### src/rtl/sar_rd_pkg.sv
package sar_rd_pkg;

  typedef enum logic [2:0] {
    ST_IDLE,
    ST_CNV,
    ST_WAIT_HI,
    ST_WAIT_LO,
    ST_SHIFT,
    ST_DONE
  } rdState_t;

  // strobes from control to datapath
  typedef struct packed {
    logic clkRun;    // advance the serial clock divider this cycle
    logic frameClr;  // hold divider, phase and bit count at zero
    logic latch;     // copy the shift register to the result ports
  } ctlStrobe_t;

endpackage

### src/rtl/sar_rd_ctrl.sv
module sar_rd_ctrl
  import sar_rd_pkg::*;
#(
  parameter int CNV_PULSE = 2,
  parameter int HALF_CONV = 20
) (
  input  logic       clk,
  input  logic       rstN,
  input  logic       startReq,
  input  logic       modeDuring,
  input  logic       busyIn,
  input  logic       frameDone,
  output ctlStrobe_t strb,
  output logic       cnvStN,
  output logic       csN,
  output logic       rdN,
  output logic       resultValid
);

  localparam int CNV_W = $clog2(CNV_PULSE + 1);
  localparam int TMR_W = $clog2(HALF_CONV + 1);
  localparam logic [CNV_W-1:0] CNV_LAST = CNV_W'(CNV_PULSE - 1);
  localparam logic [TMR_W-1:0] TMR_MAX  = TMR_W'(HALF_CONV);

  rdState_t         state;
  logic             modeQ;
  logic [CNV_W-1:0] cnvCnt;
  logic [TMR_W-1:0] busyTmr;
  logic             lateBusy;

  // cycles busy has been high, saturating at the half-conversion mark
  assign lateBusy = busyIn && (busyTmr == TMR_MAX);

  always_ff @(posedge clk or negedge rstN) begin
    if (!rstN) begin
      state   <= ST_IDLE;
      modeQ   <= 1'b0;
      cnvCnt  <= '0;
      busyTmr <= '0;
    end else begin
      if (!busyIn) busyTmr <= '0;
      else if (busyTmr != TMR_MAX) busyTmr <= busyTmr + 1'b1;

      case (state)
        ST_IDLE: if (startReq && !busyIn) begin
          state  <= ST_CNV;
          modeQ  <= modeDuring;
          cnvCnt <= '0;
        end
        ST_CNV: begin
          cnvCnt <= cnvCnt + 1'b1;
          if (cnvCnt == CNV_LAST) state <= ST_WAIT_HI;
        end
        ST_WAIT_HI: if (busyIn) state <= modeQ ? ST_SHIFT : ST_WAIT_LO;
        ST_WAIT_LO: if (!busyIn) state <= ST_SHIFT;
        ST_SHIFT:   if (frameDone) state <= ST_DONE;
        ST_DONE:    state <= ST_IDLE;
        default:    state <= ST_IDLE;
      endcase
    end
  end

  always_comb begin
    cnvStN        = (state != ST_CNV);
    csN           = (state != ST_SHIFT);
    rdN           = (state != ST_SHIFT);
    resultValid   = (state == ST_DONE);
    strb.frameClr = (state != ST_SHIFT);
    strb.clkRun   = (state == ST_SHIFT) && (!busyIn || (modeQ && !lateBusy));
    strb.latch    = (state == ST_SHIFT) && frameDone;
  end

endmodule

### src/rtl/sar_rd_datapath.sv
module sar_rd_datapath
  import sar_rd_pkg::*;
#(
  parameter int WORD_W  = 16,
  parameter int CLK_DIV = 4
) (
  input  logic              clk,
  input  logic              rstN,
  input  ctlStrobe_t        strb,
  input  logic              daisyEn,
  input  logic              sclkIdleHigh,
  input  logic              sdoIn,
  output logic              sclkOut,
  output logic              frameDone,
  output logic [WORD_W-1:0] resultData,
  output logic [WORD_W-1:0] resultAux
);

  localparam int HALF_DIV = CLK_DIV / 2;
  localparam int DIV_W    = (CLK_DIV > 2) ? $clog2(CLK_DIV) : 1;
  localparam int FRAME_W  = 2 * WORD_W;
  localparam int BIT_W    = $clog2(FRAME_W + 1);

  logic [DIV_W-1:0]   divCnt;
  logic               phase;
  logic [BIT_W-1:0]   bitCnt;
  logic [BIT_W-1:0]   totalBits;
  logic [FRAME_W-1:0] shReg;
  logic               leadStep;
  logic               lastStep;

  assign totalBits = daisyEn ? BIT_W'(FRAME_W) : BIT_W'(WORD_W);
  assign frameDone = (bitCnt == totalBits);
  assign leadStep  = (divCnt == DIV_W'(HALF_DIV - 1));
  assign lastStep  = (divCnt == DIV_W'(CLK_DIV - 1));
  assign sclkOut   = phase ^ sclkIdleHigh;

  // first half of each bit at idle level, second half away from idle;
  // capture on the move away from idle, converter launches on the return
  always_ff @(posedge clk or negedge rstN) begin
    if (!rstN) begin
      divCnt <= '0;
      phase  <= 1'b0;
      bitCnt <= '0;
      shReg  <= '0;
    end else if (strb.frameClr) begin
      divCnt <= '0;
      phase  <= 1'b0;
      bitCnt <= '0;
    end else if (strb.clkRun && !frameDone) begin
      divCnt <= lastStep ? '0 : divCnt + 1'b1;
      if (leadStep) begin
        phase <= 1'b1;
        shReg <= {shReg[FRAME_W-2:0], sdoIn};
      end
      if (lastStep) begin
        phase  <= 1'b0;
        bitCnt <= bitCnt + 1'b1;
      end
    end
  end

  always_ff @(posedge clk or negedge rstN) begin
    if (!rstN) begin
      resultData <= '0;
      resultAux  <= '0;
    end else if (strb.latch) begin
      resultData <= daisyEn ? shReg[FRAME_W-1:WORD_W] : shReg[WORD_W-1:0];
      resultAux  <= daisyEn ? shReg[WORD_W-1:0] : '0;
    end
  end

endmodule

### src/rtl/sar_slave_reader.sv
module sar_slave_reader
  import sar_rd_pkg::*;
#(
  parameter int WORD_W    = 16,
  parameter int CLK_DIV   = 4,
  parameter int CNV_PULSE = 2,
  parameter int HALF_CONV = 20
) (
  input  logic              clk,
  input  logic              rstN,
  input  logic              startReq,
  input  logic              modeDuring,
  input  logic              daisyEn,
  input  logic              sclkIdleHigh,
  input  logic              busyIn,
  input  logic              sdoIn,
  output logic              cnvStN,
  output logic              csN,
  output logic              rdN,
  output logic              sclkOut,
  output logic              extClkSel,
  output logic [WORD_W-1:0] resultData,
  output logic [WORD_W-1:0] resultAux,
  output logic              resultValid
);

  ctlStrobe_t strb;
  logic       frameDone;

  assign extClkSel = 1'b1;

  sar_rd_ctrl #(
    .CNV_PULSE(CNV_PULSE),
    .HALF_CONV(HALF_CONV)
  ) u_ctrl (
    .clk        (clk),
    .rstN       (rstN),
    .startReq   (startReq),
    .modeDuring (modeDuring),
    .busyIn     (busyIn),
    .frameDone  (frameDone),
    .strb       (strb),
    .cnvStN     (cnvStN),
    .csN        (csN),
    .rdN        (rdN),
    .resultValid(resultValid)
  );

  sar_rd_datapath #(
    .WORD_W (WORD_W),
    .CLK_DIV(CLK_DIV)
  ) u_dp (
    .clk         (clk),
    .rstN        (rstN),
    .strb        (strb),
    .daisyEn     (daisyEn),
    .sclkIdleHigh(sclkIdleHigh),
    .sdoIn       (sdoIn),
    .sclkOut     (sclkOut),
    .frameDone   (frameDone),
    .resultData  (resultData),
    .resultAux   (resultAux)
  );

endmodule

### config.mk
export PLATFORM = sky130hd
export DESIGN_NAME = sar_slave_reader
export DESIGN_NICKNAME = d
export VERILOG_FILES = /design/src/rtl/sar_rd_pkg.sv /design/src/rtl/sar_rd_ctrl.sv /design/src/rtl/sar_rd_datapath.sv /design/src/rtl/sar_slave_reader.sv
export SDC_FILE = /design/constraint.sdc
export NUM_CORES = 1
export LEC_CHECK = 0
export BUFFER_PORTS_ARGS = -buffer_cell sky130_fd_sc_hd__clkbuf_2
export CAP_MARGIN = 20
export CORE_ASPECT_RATIO = 0.75
export CORE_MARGIN = 3
export CORE_UTILIZATION = 55
export CTS_CLUSTER_SIZE = 8
export DETAILED_ROUTE_END_ITERATION = 16
export PLACE_DENSITY = 0.76
export SLEW_MARGIN = 20
export SYNTH_ARGS = -nofsm -noshare
export SYNTH_HDL_FRONTEND = slang
export SYNTH_SLANG_ARGS = --single-unit
### constraint.sdc
create_clock -name clk -period 3.5 [get_ports clk]
set_clock_uncertainty 0.2 [all_clocks]
set_input_delay 0.35 -clock clk [delete_from_list [all_inputs] [get_ports clk]]
set_output_delay 0.35 -clock clk [all_outputs]
set_load 0.01 [all_outputs]
==> summary.md <==
| Metric | Value |
|---|---|
| Outcome | finished, final reports clean |
| I/O pin cnt | 46 |
| Number of buffers between clock root and the deepest sink | 2 |
| Clk pin slew, worst setup/hold paths | 90 ps |
| Maximum vdd drop | roughly 0.20 mV |
| Yosys warning count | 0 |
| Wire length on met1 | approximately 3500 um |
| Worst R2R Start | u_ctrl.busyTmr[0] |
| Antenna-violating nets left | 0 |
| Setup TNS | 0 ps |
| Detail-routed via count per cell | around 5.5 |
| Synthesized net count | 352 |
| Number of antenna violations at the first check in global routing | 0 |
| Final setup violating endpoints | 0 |
| Clock sinks | 84 |
| Logic depth of the worst register-to-register path | 6 |
| Global-route wire length before repair | 12300 um |
| Fillers | 523 |
| Worst path arrival time | 2600 ps |
| Tightest Pin Transition | 765 ps |
| Cts hold-fix bufs | 0 |
| Deepest level of the CTS H-tree | 3 |
| Post-synthesis sequential element count | 84 |
| CP endpoint | u_dp.shReg[26] |
| Power density of the placed cells | 505 nW/um^2 |
| Post-DR wirelength/cell | about 15 um |
| Post-cts repair resize count | 0 |
| Total number of vias | 2562 |
| Hold Path Class | in2reg |
| Peak fanout along the critical path | 32 |
| Gp weighted congestion | 0.775 |
| Final period util | 73.3% |
| Cells taking the most area after synthesis | dfrtp_1, mux2_2, nand2_1, mux2i_1, o21ai_0 |
| DP HPWL | roughly 4700 um |
| Total count of max-transition violations in the final report | 0 |
| Cell count of the worst hold path | 2 |
| Top sig layer | met4 |
| Gr ovfl total | 0 |
| Post-route core utilization | about two thirds |
| Post-Synthesis Mean Instance Area | 11.5 sq um |
| Fraction of registers with async set or reset after synthesis | 100% |
| Critical path startpoint category | register |
| Area share of the largest cell type after synthesis | 54.3% |
| Highest-count cells in the layout ignoring fill and taps | dfrtp_1, nand2_1, clkbuf_2 |
| Kind of critical path | reg2reg |
| Global-route usage over all layers | 19.5% |
| Buffer cell driving the clock tree root | clkbuf_8 |
| Combined flip-flop and latch cell area | between 2000 and 2500 sq um |
| Sum of routed wire length over all layers | 7010 um |
| Final Total Pwr | 2.18 mW |
| Area growth syn-to-layout | 11.6% |
| DRC viols | 0 |
| Final critical-path required period | 2570 ps |
| Flop-to-flop setup slack | 930 ps |
| Crit Reg-Reg Endpoint | u_dp.shReg[26] |
| Routed length on met2 | 3180 um |
| Count of mapped cells out of synthesis | about 340 |
| Initial standard-cell utilization of the core | 59.0% |
| Drt pass-1 iters | 4 |
| Floorplan die width | slightly above 100 um |
| Total leakage power | 2.13 nW |
| Via count of the first global-routing pass | ~2500 |
| Number of I/O port buffers | 44 |
| Clock tree from TritonCTS | built |
| Number of library cell types mapped by synthesis | 48 |
| Final #Nets | between 300 and 400 |
| Area of the mapped netlist | between 3000 and 4000 sq um |
| Endpoint class of the critical path | register |
| Required time at the endpoint of the critical path | between 3000 and 4000 ps |
| Worst setup path startpoint | u_ctrl.busyTmr[0] |
| Number of standard-cell rows in the floorplan | 25 |
| Number of buffers added by the clock tree synthesis step | 9 |
| Cell taking the most area after synthesis | dfrtp_1 |
| Setup Buffers After CTS | 0 |
| Part of the Yosys area used for sequential elements | between 50% and 60% |
| Clock latency of the later-clocked register in the worst-skew pair | 340 ps |
| Maximum clock frequency | approximately 400 MHz |
| Maximum number of pins on one net before global-route repair | 85 |
| Core area | 6570 sq um |
| Count of inserted antenna diode cells | 0 |
| Number of synthesized flops with an enable pin | 0 |
| Final-report hold violation count | 0 |
| Vert. Die Dim | 78.7 um |
| Setup repair after global routing missed its margin | no |
| Layout cells sized above 1 | 27.8% |
| Normalized max-slew margin | 48.5% |
| Iteration-0 DRC Markers | approximately 150 |
| Routed met3 length | 230 um |
| Die area | 8090 sq um |
| Combined area of the multi-input logic cells | 1630 sq um |
| Number of max-cap violations | 0 |
| Commonest non-fill, non-tap cell in the layout | dfrtp_1 |
| Most used flip-flop cell after synthesis | dfrtp_1 |
## cells by family after synthesis
group | after synthesis | share of synthesized area, %
compound gates | 66 | 10.9
xor+xnor | 4 | 0.905
fa+ha+maj | 7 | 2.26
buf+inv | 28 | 3.72
flops | 84 | 54.3
mux | 51 | 15.2
other cells | 1 | 0.0968
simple gates | 96 | 12.6
## Yosys cell counts (2+ instances only)
| master | instances |
|---|---|
| a211oi_1 | 2 |
| a21oi_1 | 9 |
| a311oi_1 | 2 |
| a31oi_1 | 2 |
| and2_1 | 3 |
| and3_1 | 3 |
| buf_4 | 2 |
| buf_6 | 4 |
| clkbuf_1 | 12 |
| dfrtp_1 | 84 |
| ha_1 | 7 |
| inv_1 | 8 |
| mux2_2 | 23 |
| mux2_4 | 10 |
| mux2i_1 | 18 |
| nand2_1 | 59 |
| nand3_1 | 4 |
| nand4_1 | 3 |
| nor2_1 | 7 |
| nor2b_1 | 2 |
| o21ai_0 | 35 |
| o21ai_1 | 5 |
| o31ai_1 | 4 |
| or2b_1 | 2 |
| or4_1 | 2 |
| xnor2_1 | 3 |
## through the flow
step                      std cells  setup WS (ps)  hold WS, ps  instance area [sq um]
after detailed placement        445            987          270                   4100
after global placement          445           1030          261                   4100
after floorplan                 337           1360         -146                   3870
after global routing            462            798         24.9                   4320
after CTS                       461            943         9.71                   4310
final                           462            934         40.4                   4320
## state kept, by name (all words and copies together), names as in the netlist
| signal | count |
|---|---|
| u_dp.shReg | 32 |
| u_dp.resultAux | 16 |
| u_dp.resultData | 16 |
| u_dp.bitCnt | 6 |
| u_ctrl.busyTmr | 5 |
| u_ctrl.state | 3 |
| u_ctrl.cnvCnt | 2 |
| u_dp.divCnt | 2 |
| u_ctrl.modeQ | 1 |
| u_dp.phase | 1 |
## where the power goes
group | leakage [nW] | switching [mW] | internal, mW
sequential | 1.16 | 0.0953 | 1.04
clock | 0.0984 | 0.360 | 0.341
combinational | 0.869 | 0.195 | 0.150
## per-layer routing
metal | vias to the layer above | global-route usage (%)
met5 | - | 0
met4 | 0 | 6.99
met3 | 11 | 4.53
met2 | 54 | 27.9
met1 | 1249 | 28.8
li1 | 1248 | -
## layout make-up
type,instances,area share (%)
multi-input combinational,225,37.6
timing repair buffer,47,5.82
inverter,9,0.782
clock inverter,7,1.91
clock buffer,9,2.87
sequential,84,48.6
tap,81,2.35
## critical path, stage by stage, from the launching register on
cell,delay [ps]
dfrtp_1,380
inv_1,90
ha_1,230
nand4b_2,180
a21bo_2,300
nand4_4,560
mux2_4,510
## how the worst min path moves through the flow
| stage | from | endpoint | slack (ps) |
|---|---|---|---|
| finish | modeDuring | u_ctrl.modeQ | 40 |
| global route | modeDuring | u_ctrl.modeQ | 20 |
| CTS | rstN | u_dp.shReg[2] | 10 |
| detailed placement | u_dp.resultAux[11] | u_dp.resultAux[11] | 270 |
| global placement | u_dp.resultAux[15] | u_dp.resultAux[15] | 260 |
| floorplan | rstN | u_ctrl.busyTmr[0] | -150 |
Power figures use the tool's default switching activity.
